**config.mk**
```make
export PLATFORM = sky130hd
export DESIGN_NAME = ffsel_top
export DESIGN_NICKNAME = d
export VERILOG_FILES = /design/src/rtl/ffsel_pkg.sv /design/src/rtl/ffsel_table.sv /design/src/rtl/ffsel_lookup.sv /design/src/rtl/ffsel_top.sv
export SDC_FILE = /design/constraint.sdc
export NUM_CORES = 2
export LEC_CHECK = 0
export BUFFER_PORTS_ARGS = -buffer_cell sky130_fd_sc_hd__buf_2
export CAP_MARGIN = 20
export CORE_MARGIN = 1.5
export CORE_UTILIZATION = 52
export CTS_CLUSTER_SIZE = 14
export DETAILED_ROUTE_END_ITERATION = 10
export PLACE_DENSITY = 0.69
export REMOVE_ABC_BUFFERS = 1
export SLEW_MARGIN = 20
export SYNTH_ARGS = -nofsm -noshare
export SYNTH_HDL_FRONTEND = slang
export SYNTH_SLANG_ARGS = --single-unit
```
**constraint.sdc**
```tcl
create_clock -name clk -period 5.5 [get_ports clk]
set_input_delay 1.1 -clock clk [delete_from_list [all_inputs] [get_ports clk]]
set_output_delay 1.1 -clock clk [all_outputs]
set_load 0.1 [all_outputs]
```
**src/rtl/ffsel_pkg.sv**
```systemverilog
package ffsel_pkg;
    // Per-register location of the latest value
    typedef enum logic [1:0] {
        RS_ARCH = 2'd0,   // retired, read register file
        RS_PEND = 2'd1,   // producer in flight, hand out tag
        RS_FUT  = 2'd2    // produced, read future file
    } rstate_e;
endpackage

```
**src/rtl/ffsel_table.sv**
```systemverilog
module ffsel_table
    import ffsel_pkg::*;
#(
    parameter int NREG = 8,
    parameter int DW   = 32,
    parameter int TW   = 4,
    localparam int RW  = $clog2(NREG)
) (
    input  logic                     clk,
    input  logic                     rst_n,
    input  logic                     dec_valid,
    input  logic [RW-1:0]            dec_dst,
    input  logic [TW-1:0]            dec_tag,
    input  logic                     wb_valid,
    input  logic [TW-1:0]            wb_tag,
    input  logic [RW-1:0]            wb_dst,
    input  logic [DW-1:0]            wb_value,
    input  logic                     cm_valid,
    input  logic [TW-1:0]            cm_tag,
    input  logic [RW-1:0]            cm_dst,
    input  logic [DW-1:0]            cm_value,
    output rstate_e [NREG-1:0]       st_o,
    output logic [NREG-1:0][TW-1:0]  tag_o,
    output logic [NREG-1:0][DW-1:0]  fut_o,
    output logic [NREG-1:0][DW-1:0]  arf_o
);
    typedef struct packed {
        rstate_e [NREG-1:0]          st;
        logic [NREG-1:0][TW-1:0]     tag;
        logic [NREG-1:0][DW-1:0]     fut;
        logic [NREG-1:0][DW-1:0]     arf;
    } tbl_t;

    tbl_t tbl_q, tbl_d;
    logic wb_hit, cm_hit;

    always_comb begin
        tbl_d  = tbl_q;
        wb_hit = wb_valid && (tbl_q.st[wb_dst] == RS_PEND)
                 && (tbl_q.tag[wb_dst] == wb_tag);
        cm_hit = cm_valid && (tbl_q.st[cm_dst] == RS_FUT)
                 && (tbl_q.tag[cm_dst] == cm_tag);
        // retirement: register file always, mapping only on tag match
        if (cm_valid) begin
            tbl_d.arf[cm_dst] = cm_value;
        end
        if (cm_hit) begin
            tbl_d.st[cm_dst]  = RS_ARCH;
            tbl_d.tag[cm_dst] = '0;
        end
        // completion: future file only for the newest writer
        if (wb_hit) begin
            tbl_d.fut[wb_dst] = wb_value;
            tbl_d.st[wb_dst]  = RS_FUT;
        end
        // in-order rename claims last and wins
        if (dec_valid) begin
            tbl_d.st[dec_dst]  = RS_PEND;
            tbl_d.tag[dec_dst] = dec_tag;
        end
    end

    always_ff @(posedge clk) begin
        if (!rst_n) begin
            tbl_q <= '0;
        end else begin
            tbl_q <= tbl_d;
        end
    end

    assign st_o  = tbl_q.st;
    assign tag_o = tbl_q.tag;
    assign fut_o = tbl_q.fut;
    assign arf_o = tbl_q.arf;

    a_r5_decode_claims: assert property (@(posedge clk) disable iff (!rst_n)
        dec_valid |=> (tbl_q.st[$past(dec_dst)] == RS_PEND)
                      && (tbl_q.tag[$past(dec_dst)] == $past(dec_tag)));

    a_r6_stale_wb_ignored: assert property (@(posedge clk) disable iff (!rst_n)
        (wb_valid && !((tbl_q.st[wb_dst] == RS_PEND) && (tbl_q.tag[wb_dst] == wb_tag)))
        |=> tbl_q.fut[$past(wb_dst)] == $past(tbl_q.fut[wb_dst]));

    a_r7_match_wb_fills: assert property (@(posedge clk) disable iff (!rst_n)
        (wb_valid && (tbl_q.st[wb_dst] == RS_PEND) && (tbl_q.tag[wb_dst] == wb_tag)
         && !(dec_valid && (dec_dst == wb_dst)))
        |=> (tbl_q.st[$past(wb_dst)] == RS_FUT)
            && (tbl_q.fut[$past(wb_dst)] == $past(wb_value)));

    a_r8_retire_writes_arf: assert property (@(posedge clk) disable iff (!rst_n)
        cm_valid |=> tbl_q.arf[$past(cm_dst)] == $past(cm_value));

    a_r9_stale_retire_keeps_map: assert property (@(posedge clk) disable iff (!rst_n)
        (cm_valid && (tbl_q.tag[cm_dst] != cm_tag)
         && !(dec_valid && (dec_dst == cm_dst)) && !(wb_valid && (wb_dst == cm_dst)))
        |=> (tbl_q.st[$past(cm_dst)] == $past(tbl_q.st[cm_dst]))
            && (tbl_q.tag[$past(cm_dst)] == $past(tbl_q.tag[cm_dst])));
endmodule

```
**src/rtl/ffsel_lookup.sv**
```systemverilog
module ffsel_lookup
    import ffsel_pkg::*;
#(
    parameter int NREG = 8,
    parameter int DW   = 32,
    parameter int TW   = 4,
    localparam int RW  = $clog2(NREG),
    localparam int PADW = DW - TW
) (
    input  logic                     clk,
    input  logic                     rst_n,
    input  logic [RW-1:0]            src_i,
    input  rstate_e [NREG-1:0]       st_i,
    input  logic [NREG-1:0][TW-1:0]  tag_i,
    input  logic [NREG-1:0][DW-1:0]  fut_i,
    input  logic [NREG-1:0][DW-1:0]  arf_i,
    input  logic                     wb_valid,
    input  logic [TW-1:0]            wb_tag,
    input  logic [RW-1:0]            wb_dst,
    input  logic [DW-1:0]            wb_value,
    output logic                     ready_o,
    output logic [DW-1:0]            data_o
);
    logic fwd;

    always_comb begin
        fwd     = wb_valid && (wb_dst == src_i) && (wb_tag == tag_i[src_i]);
        ready_o = 1'b1;
        data_o  = arf_i[src_i];
        unique case (st_i[src_i])
            RS_PEND: begin
                if (fwd) begin
                    data_o = wb_value;
                end else begin
                    ready_o = 1'b0;
                    data_o  = {{PADW{1'b0}}, tag_i[src_i]};
                end
            end
            RS_FUT:  data_o = fut_i[src_i];
            default: data_o = arf_i[src_i];
        endcase
    end

    a_r2_wait_only_pending: assert property (@(posedge clk) disable iff (!rst_n)
        !ready_o |-> (st_i[src_i] == RS_PEND) && (data_o[TW-1:0] == tag_i[src_i]));
endmodule

```
**src/rtl/ffsel_top.sv**
```systemverilog
module ffsel_top
    import ffsel_pkg::*;
#(
    parameter int NREG = 8,
    parameter int DW   = 32,
    parameter int TW   = 4,
    parameter int NSRC = 2,
    localparam int RW  = $clog2(NREG)
) (
    input  logic                      clk,
    input  logic                      rst_n,
    input  logic                      dec_valid,
    input  logic [NSRC-1:0][RW-1:0]   dec_src,
    input  logic [RW-1:0]             dec_dst,
    input  logic [TW-1:0]             dec_tag,
    input  logic                      wb_valid,
    input  logic [TW-1:0]             wb_tag,
    input  logic [RW-1:0]             wb_dst,
    input  logic [DW-1:0]             wb_value,
    input  logic                      cm_valid,
    input  logic [TW-1:0]             cm_tag,
    input  logic [RW-1:0]             cm_dst,
    input  logic [DW-1:0]             cm_value,
    output logic [NSRC-1:0]           opr_ready,
    output logic [NSRC-1:0][DW-1:0]   opr_data
);
    rstate_e [NREG-1:0]       st;
    logic [NREG-1:0][TW-1:0]  tag;
    logic [NREG-1:0][DW-1:0]  fut;
    logic [NREG-1:0][DW-1:0]  arf;

    ffsel_table #(.NREG(NREG), .DW(DW), .TW(TW)) u_table (
        .clk(clk), .rst_n(rst_n),
        .dec_valid(dec_valid), .dec_dst(dec_dst), .dec_tag(dec_tag),
        .wb_valid(wb_valid), .wb_tag(wb_tag), .wb_dst(wb_dst), .wb_value(wb_value),
        .cm_valid(cm_valid), .cm_tag(cm_tag), .cm_dst(cm_dst), .cm_value(cm_value),
        .st_o(st), .tag_o(tag), .fut_o(fut), .arf_o(arf)
    );

    for (genvar s = 0; s < NSRC; s++) begin : g_src
        ffsel_lookup #(.NREG(NREG), .DW(DW), .TW(TW)) u_lookup (
            .clk(clk), .rst_n(rst_n), .src_i(dec_src[s]),
            .st_i(st), .tag_i(tag), .fut_i(fut), .arf_i(arf),
            .wb_valid(wb_valid), .wb_tag(wb_tag), .wb_dst(wb_dst), .wb_value(wb_value),
            .ready_o(opr_ready[s]), .data_o(opr_data[s])
        );
    end

    // equal source numbers must yield equal results
    if (NSRC > 1) begin : g_same
        a_r11_same_src_same_result: assert property (@(posedge clk) disable iff (!rst_n)
            (dec_src[0] == dec_src[1]) |->
            (opr_ready[0] == opr_ready[1]) && (opr_data[0] == opr_data[1]));
    end
endmodule

```
==> results.py <==
metrics = {
    "global_routing": {
        "overflow": 0,
        "antenna_found_initial": 12,
        "track_usage_pct": 31.9,
        "grt_pass1_vias": 25800,
        "grt_pass1_wl_um": 153000,
        "grt_max_degree": 227,
    },
    "cells_and_area": {
        "syn_to_final_growth_pct": 12.4,
        "ff_latch_area_um2": 11200,
        "stdcell_area_um2": 35300,
        "fin_util_pct": 59.4,
        "drive_gt1_share_pct": 22.8,
        "fin_nets": 3159,
        "multi_input_area_um2": 18600,
        "fill_cells": 4852,
    },
    "critical_path": {
        "arrival_ns": 4.13,
        "critPathCaptureType": "output port",
        "required_ns": 4.40,
        "criticalPathCategory": "in2out",
        "path_max_fanout": 21,
        "start_kind": "input pin",
    },
    "sta": {
        "rsz0062_at_grt": "false",
        "setup_violations": 0,
        "fin_tns_setup_ns": 0,
        "post-route-min-period_ns": 5.23,
        "tightest_slew_ns": 1.12,
        "slew_violations": 0,
        "whs_ns": 0.471,
        "finClkSkew_ns": 0.0347,
        "final.period_utilization_pct": 95.2,
        "worst_slew_margin_rel_pct": 25.0,
        "hold_viol_final": 0,
        "max_freq_mhz": 191,
    },
    "yosys": {
        "yosysTopAreaCellShare_pct": 35.8,
        "ys_seq_area_share_pct": 35.8,
        "synth_top_area_cell": "dfxtp_1",
        "ys_top_cells_by_area": "dfxtp_1 (36%), mux4_2 (21%), mux2i_1 (11%)",
        "synthTopCellsByCount": "nand2_1 (831), dfxtp_1 (560), mux2i_1 (354), mux4_2 (289), a21boi_0 (257)",
        "synth_warnings": 0,
        "async_flop_share_pct": 0,
        "yosysMostFrequentCell": "nand2_1",
        "netlist_area_um2": 31400,
        "synthFlopType": "dfxtp_1",
        "syn_inst": 3085,
        "synth_seq_cells": 560,
        "syn_area_per_cell_um2": 10.2,
        "synth_edf_count": 0,
        "ys_types": 60,
    },
    "floorplan": {
        "pin_count": 162,
        "start_util_pct": 52.8,
        "core_area_um2": 59400,
        "die_w_um": 249,
        "die_h_um": 249,
        "dieArea_um2": 61800,
        "rows": 89,
    },
    "clock_network": {
        "clkSinkCount": 560,
        "post_cts_buffers": 0,
        "cts_buffers": 58,
        "cts_tree": "done",
        "cts_hold_buf": 0,
        "cts_buffer_depth": 3,
        "cts_resized": 0,
        "cts.htree.levels": 2,
        "clock-root-buffer": "clkbuf_16",
        "insertion_delay_ns": 0.65,
        "cts.clk_slew.worst_paths_ns": 0.06,
    },
    "routing": {
        "ant_nets": 0,
        "viasPerCell": 6.54,
        "routed-via-count": 25400,
        "drt_wl_total_um": 100000,
        "drtIter0Drc": 2781,
        "drt_pass1_iterations": 5,
        "drc": 0,
        "wl_per_cell_um": 25.8,
    },
    "flow_run": {
        "cap_violations": 0,
    },
    "power": {
        "cellPowerDensity_nw_per_um2": 269,
        "power_leakage_nw": 13.8,
        "vdd_drop_max_v": 0.000249,
    },
    "placed_design": {
        "routabilityCongestion": 0.944,
        "placed_cell_area_um2": 33300,
        "dp_hpwl_um": 61400,
        "io_buffers": 161,
    },
    "status": {
        "status": "finished clean",
    },
    "worst_hold_path": {
        "hp-class": "reg2reg",
    },
}
-- layout by cell type (no fill, tap or decap), types with 21 or more instances in the layout --
cell type	netlist	routed
a21boi_0	257	257
a21oi_1	62	62
a22o_1	24	24
a22oi_1	65	65
buf_12	0	73
buf_2	37	90
buf_4	18	56
clkbuf_1	162	21
clkbuf_16	0	58
dfxtp_1	560	560
mux2_2	72	72
mux2i_1	354	354
mux4_2	289	289
nand2_1	831	831
nand3_1	66	66
-- worst max-delay path, stage by stage --
cell	delay (ns)
buf_8	0.23
mux4_2	0.55
mux2i_1	0.27
xor2_1	0.18
nand4_1	0.28
nor2_4	0.34
mux2_2	0.37
o21ai_0	0.49
buf_12	0.25
-- through the flow --
step	setup WS [ns]	power (mW)	std cells
4_1_cts	0.297	9.50	3881
3_3_place_gp	0.357	5.49	3771
5_1_grt	0.0731	9.73	3887
3_5_place_dp	0.299	5.51	3771
2_1_floorplan	-1.25	4.87	2774
6_report	0.266	9.49	3889
-- metal layers --
layer / wire [um] / up-vias / track usage [%]
met4: 4570 / 10 / 16.3
met5: 69 / - / 0
li1: - / 11100 / -
met2: 46700 / 1334 / 51.4
met3: 9950 / 339 / 7.55
met1: 38900 / 12700 / 40.2
-- kinds of logic after synthesis --
family / share of synthesized area [%]
buffers and inverters: 5.04
muxes: 34.7
AOI/OAI and AO/OA: 11.1
and+or+nand+nor: 12.7
adders and majority gates: 0.160
DFF: 35.8
xor gates and xnor gates: 0.587
-- state kept, by name, indices dropped and copies added (netlist names) --
register and cells:
u_table.arf_o 256, u_table.fut_o 256, u_table.tag_o 32, u_table.st_o 16
-- layout make-up --
| cell class | instances | area share [%] |
|---|---|---|
| timing repair buffer | 225 | 6.89 |
| multi-input combinational | 2199 | 52.8 |
| clock buffer | 90 | 4.77 |
| clock inverter | 20 | 0.770 |
| antenna | 7 | 0.0497 |
| inverter | 15 | 0.160 |
| tap | 773 | 2.74 |
| sequential | 560 | 31.8 |
-- power breakdown --
part,internal (mW),total (mW),switching [mW]
clock network,2.34,4.05,1.71
logic,0.441,1.29,0.852
registers,4.10,4.14,0.0409
total,6.89,9.49,2.60
-- worst paths after layout --
path	from	endpoint	slack (ns)	cells past startpoint
max	dec_src[3]	opr_data[35]	0.27	9
min	u_table.fut_o[178]$_SDFFE_PN0P_	u_table.fut_o[178]$_SDFFE_PN0P_	0.47	2
max reg2reg	u_table.tag_o[22]$_SDFF_PN0_	u_table.fut_o[140]$_SDFFE_PN0P_	2.22	8
min reg2reg	u_table.fut_o[178]$_SDFFE_PN0P_	u_table.fut_o[178]$_SDFFE_PN0P_	0.47	2
Note: power is estimated with default switching activity, not from simulation.
